## src/rtl/evt_dispatch_pkg.sv

```systemverilog
// Package: shared ring encodings and byte-count constants for the event
// dispatch unit. Assumes rings are encoded 0 (most privileged) to 3.
package evt_dispatch_pkg;
    typedef logic [1:0] ring_t;

    localparam ring_t RING_SUP  = 2'd0;
    localparam ring_t RING_USER = 2'd3;

    localparam int SLOT_SHIFT  = 7;   // 128-byte slot per vector
    localparam int TWIN_GAP    = 64;  // distance between the two entries
    localparam int FRAME_BYTES = 40;
    localparam int INFO_BYTES  = 64;

    typedef enum logic [1:0] {
        RET_NONE = 2'd0,
        RET_USER = 2'd1,
        RET_SUP  = 2'd2
    } ret_kind_t;
endpackage

```

## src/rtl/evt_priv_fold.sv

```systemverilog
// Module: folds the four-ring origin into the two-level model.
// Assumes ring 0 is supervisor and every other ring counts as user.
module evt_priv_fold
    import evt_dispatch_pkg::*;
(
    input  ring_t origin_ring,
    output logic  from_user
);
    // Fold rings 1..3 into user level.
    always_comb begin
        from_user = (origin_ring != RING_SUP);
    end
endmodule

```

## src/rtl/evt_entry_calc.sv

```systemverilog
// Module: computes a handler entry address as base + vector slot + twin
// offset. Purely combinational; the sum wraps modulo 2^ADDR_W.
// Assumes VEC_W + SLOT_SHIFT fits in ADDR_W.
module evt_entry_calc
    import evt_dispatch_pkg::*;
#(
    parameter int ADDR_W = 32,
    parameter int VEC_W  = 8
) (
    input  logic [ADDR_W-1:0] base,
    input  logic [VEC_W-1:0]  vector,
    input  logic              from_user,
    output logic [ADDR_W-1:0] entry
);
    localparam logic [ADDR_W-1:0] GAP = ADDR_W'(TWIN_GAP);

    logic [ADDR_W-1:0] slot_off;
    logic [ADDR_W-1:0] twin_off;

    // Slot offset: vector scaled by the slot size.
    always_comb begin
        slot_off = ADDR_W'(vector) << SLOT_SHIFT;
    end

    // Twin offset: the upper entry serves events from supervisor code.
    always_comb begin
        twin_off = from_user ? '0 : GAP;
    end

    // Final entry address.
    always_comb begin
        entry = base + slot_off + twin_off;
    end
endmodule

```

## src/rtl/evt_gate_check.sv

```systemverilog
// Module: refuses far transfers through call gates while the two-level
// mode is enabled. Combinational; registered by the parent.
module evt_gate_check (
    input  logic mode_en,
    input  logic far_valid,
    input  logic far_gate,
    output logic fault
);
    // A gated far transfer under the enabled mode is a protection fault.
    always_comb begin
        fault = mode_en && far_valid && far_gate;
    end
endmodule

```

## src/rtl/evt_dispatch_unit.sv

```systemverilog
// Module: top of the two-level event dispatch unit. Registers the entry
// address, privilege results, fault flag and return answers one cycle
// after the request. An event outranks returns; a user return outranks a
// supervisor return. Synchronous active-low reset clears every output.
module evt_dispatch_unit
    import evt_dispatch_pkg::*;
#(
    parameter int ADDR_W = 32,
    parameter int VEC_W  = 8,
    parameter int CNT_W  = 8
) (
    input  logic              clk,
    input  logic              rst_n,
    input  logic              mode_en,
    input  logic [ADDR_W-1:0] base_addr,
    input  logic              evt_valid,
    input  logic [VEC_W-1:0]  evt_vector,
    input  logic [1:0]        evt_ring,
    input  logic              far_valid,
    input  logic              far_gate,
    input  logic              ret_user_req,
    input  logic              ret_sup_req,
    output logic              dispatch_valid,
    output logic [ADDR_W-1:0] entry_addr,
    output logic [1:0]        new_ring,
    output logic              stack_switch,
    output logic [CNT_W-1:0]  frame_bytes,
    output logic [CNT_W-1:0]  info_bytes,
    output logic              legacy_req,
    output logic              gp_fault,
    output logic              ret_valid,
    output logic [1:0]        ret_ring,
    output logic              ret_stack_switch
);
    localparam logic [CNT_W-1:0] FRAME_CNT = CNT_W'(FRAME_BYTES);
    localparam logic [CNT_W-1:0] INFO_CNT  = CNT_W'(INFO_BYTES);

    logic              from_user;
    logic [ADDR_W-1:0] entry_nxt;
    logic              fault_nxt;
    logic              deliver;
    logic              to_legacy;
    ret_kind_t         ret_sel;

    evt_priv_fold u_fold (
        .origin_ring (evt_ring),
        .from_user   (from_user)
    );

    evt_entry_calc #(
        .ADDR_W (ADDR_W),
        .VEC_W  (VEC_W)
    ) u_calc (
        .base      (base_addr),
        .vector    (evt_vector),
        .from_user (from_user),
        .entry     (entry_nxt)
    );

    evt_gate_check u_gate (
        .mode_en   (mode_en),
        .far_valid (far_valid),
        .far_gate  (far_gate),
        .fault     (fault_nxt)
    );

    // Split events between the two-level path and the legacy path.
    always_comb begin
        deliver   = evt_valid && mode_en;
        to_legacy = evt_valid && !mode_en;
    end

    // Choose the return to serve: events first, then user, then supervisor.
    always_comb begin
        ret_sel = RET_NONE;
        if (mode_en && !evt_valid) begin
            if (ret_user_req)     ret_sel = RET_USER;
            else if (ret_sup_req) ret_sel = RET_SUP;
        end
    end

    // Delivery result registers.
    always_ff @(posedge clk) begin
        if (!rst_n) begin
            dispatch_valid <= 1'b0;
            entry_addr     <= '0;
            new_ring       <= '0;
            stack_switch   <= 1'b0;
            frame_bytes    <= '0;
            info_bytes     <= '0;
            legacy_req     <= 1'b0;
        end else begin
            dispatch_valid <= deliver;
            entry_addr     <= deliver ? entry_nxt : '0;
            new_ring       <= RING_SUP;
            stack_switch   <= deliver && from_user;
            frame_bytes    <= deliver ? FRAME_CNT : '0;
            info_bytes     <= deliver ? INFO_CNT : '0;
            legacy_req     <= to_legacy;
        end
    end

    // Protection fault register.
    always_ff @(posedge clk) begin
        if (!rst_n) gp_fault <= 1'b0;
        else        gp_fault <= fault_nxt;
    end

    // Return result registers.
    always_ff @(posedge clk) begin
        if (!rst_n) begin
            ret_valid        <= 1'b0;
            ret_ring         <= '0;
            ret_stack_switch <= 1'b0;
        end else begin
            ret_valid        <= (ret_sel != RET_NONE);
            ret_ring         <= (ret_sel == RET_USER) ? RING_USER : RING_SUP;
            ret_stack_switch <= (ret_sel == RET_USER);
        end
    end

    // a handler always runs in ring 0.
    a_r2_handler_ring0: assert property (@(posedge clk) disable iff (!rst_n)
        dispatch_valid |-> new_ring == RING_SUP);

    // a delivery only follows an enabled-mode event.
    a_r1_delivery_cause: assert property (@(posedge clk) disable iff (!rst_n)
        dispatch_valid |-> $past(evt_valid && mode_en));

    // the stack switch follows the folded origin ring.
    a_r3_switch_origin: assert property (@(posedge clk) disable iff (!rst_n)
        dispatch_valid |-> stack_switch == ($past(evt_ring) != RING_SUP));

    // legacy hand-off and delivery never coincide.
    a_r4_legacy_exclusive: assert property (@(posedge clk) disable iff (!rst_n)
        legacy_req |-> !dispatch_valid && entry_addr == '0);

    // a fault is always caused by a gated far transfer in the enabled mode.
    a_r5_fault_cause: assert property (@(posedge clk) disable iff (!rst_n)
        gp_fault |-> $past(mode_en && far_valid && far_gate));

    // byte counts appear only alongside a delivery.
    a_r6_counts_idle: assert property (@(posedge clk) disable iff (!rst_n)
        !dispatch_valid |-> frame_bytes == '0 && info_bytes == '0);

    // an accepted return never shares a cycle with a delivery or legacy hand-off.
    a_r9_one_answer: assert property (@(posedge clk) disable iff (!rst_n)
        $onehot0({dispatch_valid, legacy_req, ret_valid}));

    // a user return lands in ring 3 on the user stack.
    a_r7_user_return: assert property (@(posedge clk) disable iff (!rst_n)
        ret_valid && ret_stack_switch |-> ret_ring == RING_USER);
endmodule

```

## config.mk

```make
export PLATFORM = sky130hd
export DESIGN_NAME = evt_dispatch_unit
export DESIGN_NICKNAME = d
export VERILOG_FILES = /design/src/rtl/evt_dispatch_pkg.sv /design/src/rtl/evt_priv_fold.sv /design/src/rtl/evt_entry_calc.sv /design/src/rtl/evt_gate_check.sv /design/src/rtl/evt_dispatch_unit.sv
export SDC_FILE = /design/constraint.sdc
export NUM_CORES = 1
export LEC_CHECK = 0
export BUFFER_PORTS_ARGS = -buffer_cell sky130_fd_sc_hd__buf_4
export CORE_ASPECT_RATIO = 1.1
export CORE_MARGIN = 4
export CORE_UTILIZATION = 45
export CTS_CLUSTER_SIZE = 8
export DETAILED_ROUTE_END_ITERATION = 7
export GPL_TIMING_DRIVEN = 0
export PLACE_DENSITY_LB_ADDON = 0.15
export SLEW_MARGIN = 0
export SYNTH_ARGS = -nofsm -noshare
export SYNTH_HDL_FRONTEND = slang
export SYNTH_SLANG_ARGS = --single-unit
```

## constraint.sdc

```tcl
create_clock -name clk -period 3.3 [get_ports clk]
set_input_delay 0.99 -clock clk [delete_from_list [all_inputs] [get_ports clk]]
set_output_delay 0.99 -clock clk [all_outputs]
set_load 0.02 [all_outputs]
```

==> results by stage <==
Final layout:
- The library cell used most frequently in the layout, excluding fill and tap cells, is buf_4.
- Of the cells placed in the final design, the portion with a size suffix greater than 1 is 35.8%.
- Measured on the finished design, the core utilization comes to 67.5%.
- The cell area after layout is 2890 sq um.
- The top cell types in the final layout, fill and taps aside, are buf_4 (111), dfxtp_1 (38), nor2_1 (21), nand2_1 (21), a21oi_1 (16).
- Relative to the synthesized area, the layout overhead comes to 45.0%.
- The number of antenna diodes in the final layout is 0.
- The final net count is 408.

Floorplanning:
- The floorplan has 25 rows.
- The effective utilization at floorplan is 46.5%.
- The floorplan core area is 4290 sq um.
- The floorplan die height is 77.8 um.
- The die covers 5560 sq um.
- The number of ports placed on the die boundary is 108.
- The floorplan step set the die width to 71.5 um.

Timing:
- The routed design could run at a clock period as short as 3.01 ns.
- Setup violations remaining at the end of the flow were counted as 0.
- The transition time at the pin with the least slew margin is 0.550 ns.
- The total count of max-transition violations in the final report came to 0.
- The worst path uses 91.3% of the clock period.
- The final setup TNS is 0 ns.
- The worst pin sits at a relative slew slack of 63.0%.
- Setup repair after global routing left no endpoint under its margin.
- The final-report hold violation count is 0.
- The peak clock frequency supported by timing is 332 MHz.

Detailed routing:
- The detail route stage leaves a number of antenna-violating nets equal to 0.
- The count of unresolved DRC violations after routing is 0.
- In the routed layout, each cell is associated on average with a via count of 4.89.
- The first detailed-routing pass took 4 iterations.
- The routed layout has 1972 vias.
- For this block, the initial DRC count from the detailed router was 57.
- The routed length per placed instance is 12.0 um.
- Summed over all layers, the routed wires come to 4.85 mm.

Logic synthesis:
- Summing the areas of all compound-gate instances in the mapped netlist gives 16.9% of the synthesized area.
- The synthesized area is 1990 sq um.
- The post-synthesis async set-or-reset flop share is 0%.
- The xor and xnor area share after synthesis is 2.20%.
- The synthesized area per cell is 8.45 sq um.
- Summing the areas of all fa, ha and maj instances in the mapped netlist gives 6.65% of the synthesized area.
- The multiplexer share of the synthesized area is 1.51%.
- Of all cell types, the one taking the most synthesized area is dfxtp_1.
- For this run, the number of Yosys warnings is 0.
- After synthesis, the cell types taking the most area are dfxtp_1 (38%), buf_4 (7.5%), ha_1 (5.6%), a21oi_1 (4.0%), nand2_1 (4.0%).
- The main combinational cell family by area after synthesis is simple AND/OR/NAND/NOR gates.
- The number of distinct library cell variants in the gate-level netlist after synthesis is 41.
- In the synthesized netlist the dominant register cell turns out to be dfxtp_1.
- Synthesis inferred 38 register bits.
- The post-synthesis simple-gate area fraction is 23.7%.
- The cell count after synthesis is 236.
- The top cell type by area accounts for 38.1% of the synthesized area.
- The part of the Yosys area used for sequential elements is 38.1%.
- The count of flip-flops with a built-in enable after synthesis is 0.

Placement:
- Summed over all nets, the half-perimeter wirelength after detailed placement is 3.91 mm.
- At the end of routability-driven placement, the weighted congestion stood at 0.854.
- In this run the cell area measured after placement is 2800 sq um.
- In this run the tool buffered the top-level ports with 91 buffer cells.

GRT:
- The initial antenna violation count is 0.
- Entering global routing, the biggest net connects 13 pins.
- The first global-routing pass estimated 7.87 mm of wire.
- The global router's overall resource usage is 17.5%.
- The via count of the first global-routing pass was 1807.
- For this run the aggregate overflow at the end of global routing stands at 0.

Run:
- The number of violations of the max-capacitance limit is 0.

Setup path:
- In this run the worst path has a maximum fanout of 10.
- The nature of the critical path endpoint is a register.
- STA classifies the critical path startpoint as an input port.
- The data arrival time of the critical path is 3.23 ns.
- At the worst endpoint, the required time is 3.51 ns.
- The setup path with the least slack is of type input port to register.

Pwr:
- In this run the power density over the cells is 366 nW/um^2.
- The worst IR drop on VDD is 0.000227 V.
- The leakage component of the power is 0.00142 uW.

Clock network:
- The total number of clock tree sinks is 38.
- The maximum number of buffers from clock root to sink is 2.
- The number of gates resized after CTS is 0.
- The CTS tree is built.
- The number of hold buffers added after CTS is 0.
- In this run the post-CTS setup repair buffer count came out at 0.
- The H-tree generated during clock tree synthesis spans 2 levels.
- The clock-pin slew on the worst setup and hold paths is 0.07 ns.
- In this run, CTS created clock tree buffers numbering 5.
- The root buffer cell chosen for the clock tree is clkbuf_8.

Min path:
- The path class of the tightest hold or removal check is input port to register.

Run status:
- The flow ran to the end, and the final reports show no timing, DRC or antenna violations.
-- layer usage --
| metal | global-route usage (%) | vias to the layer above | wire (um) |
|---|---|---|---|
| met1 | 20.4 | 855 | 1990 |
| met4 | 6.39 | 0 | 72 |
| met2 | 29.8 | 83 | 2330 |
| li1 | - | 1028 | - |
| met3 | 5.31 | 6 | 458 |
| met5 | 0 | - | 0 |
-- logic make-up (layout without fill, tap and decap cells) --
family,count (synthesis),count (layout)
AOI/OAI and AO/OA,51,51
xor gates and xnor gates,5,5
adders and majority gates,10,10
buffers and inverters,36,135
DFF,38,38
muxes,3,3
other,1,15
and+or+nand+nor,92,92
-- registers in the layout, indices dropped and copies added, names as in the netlist --
signal        cells
entry_addr       32
frame_bytes       1
gp_fault          1
legacy_req        1
ret_ring          1
ret_valid         1
stack_switch      1
-- cell usage after synthesis, drive strengths merged, types with 4 or more instances --
cell type	number
a21oi	17
and2	7
buf	23
clkbuf	5
dfxtp	38
ha	9
inv	8
nand2	21
nand2b	5
nand3	9
nand4	7
nor2	22
o2111ai	4
o211ai	6
o21ai	10
or3	6
xor2	5
-- where the power goes --
group / switching, uW / internal [uW] / total (uW)
clock: 160 / 168 / 327
sequential: 4.76 / 474 / 479
combinational: 135 / 116 / 251
total: 299 / 759 / 1060
-- area by class of cell --
| cell class | count | area (sq um) |
|---|---|---|
| repair buffers | 91 | 683 |
| inverters | 8 | 30.0 |
| clock inverters | 2 | 12.5 |
| clock buffers | 6 | 82.6 |
| fillers | 374 | 1390 |
| flip-flops and latches | 38 | 761 |
| well taps | 54 | 67.6 |
| multi-input cells | 176 | 1070 |
| plain buffers | 28 | 183 |
-- critical path, cell delays in order --
cell and delay [ns]:
buf_4 0.11, nor2_1 0.15, ha_1 0.21, inv_1 0.06, fa_1 0.39, nand2b_1 0.18, a21oi_1 0.28, a21oi_2 0.16
buf_2 0.20, or3_1 0.36, a21oi_1 0.15
-- worst paths after layout --
kind,startpoint,to,slack [ns],cells after the start
worst max-delay path,evt_ring[1],entry_addr[28]$_SDFF_PN0_,0.29,11
worst min-delay path,mode_en,legacy_req$_SDFF_PN0_,0.87,2
-- stage by stage --
stage                     instances  worst slack (ns)  power [uW]  hold slack, ns
after global placement          395            0.0586         737            1.17
after floorplan                 250             0.410         638            1.06
final                           403             0.286        1060           0.868
after global routing            403            0.0956        1120           0.856
after detailed placement        395           0.00608         740            1.17
after CTS                       403             0.296        1070           0.860
Power figures use the tool's default switching activity.
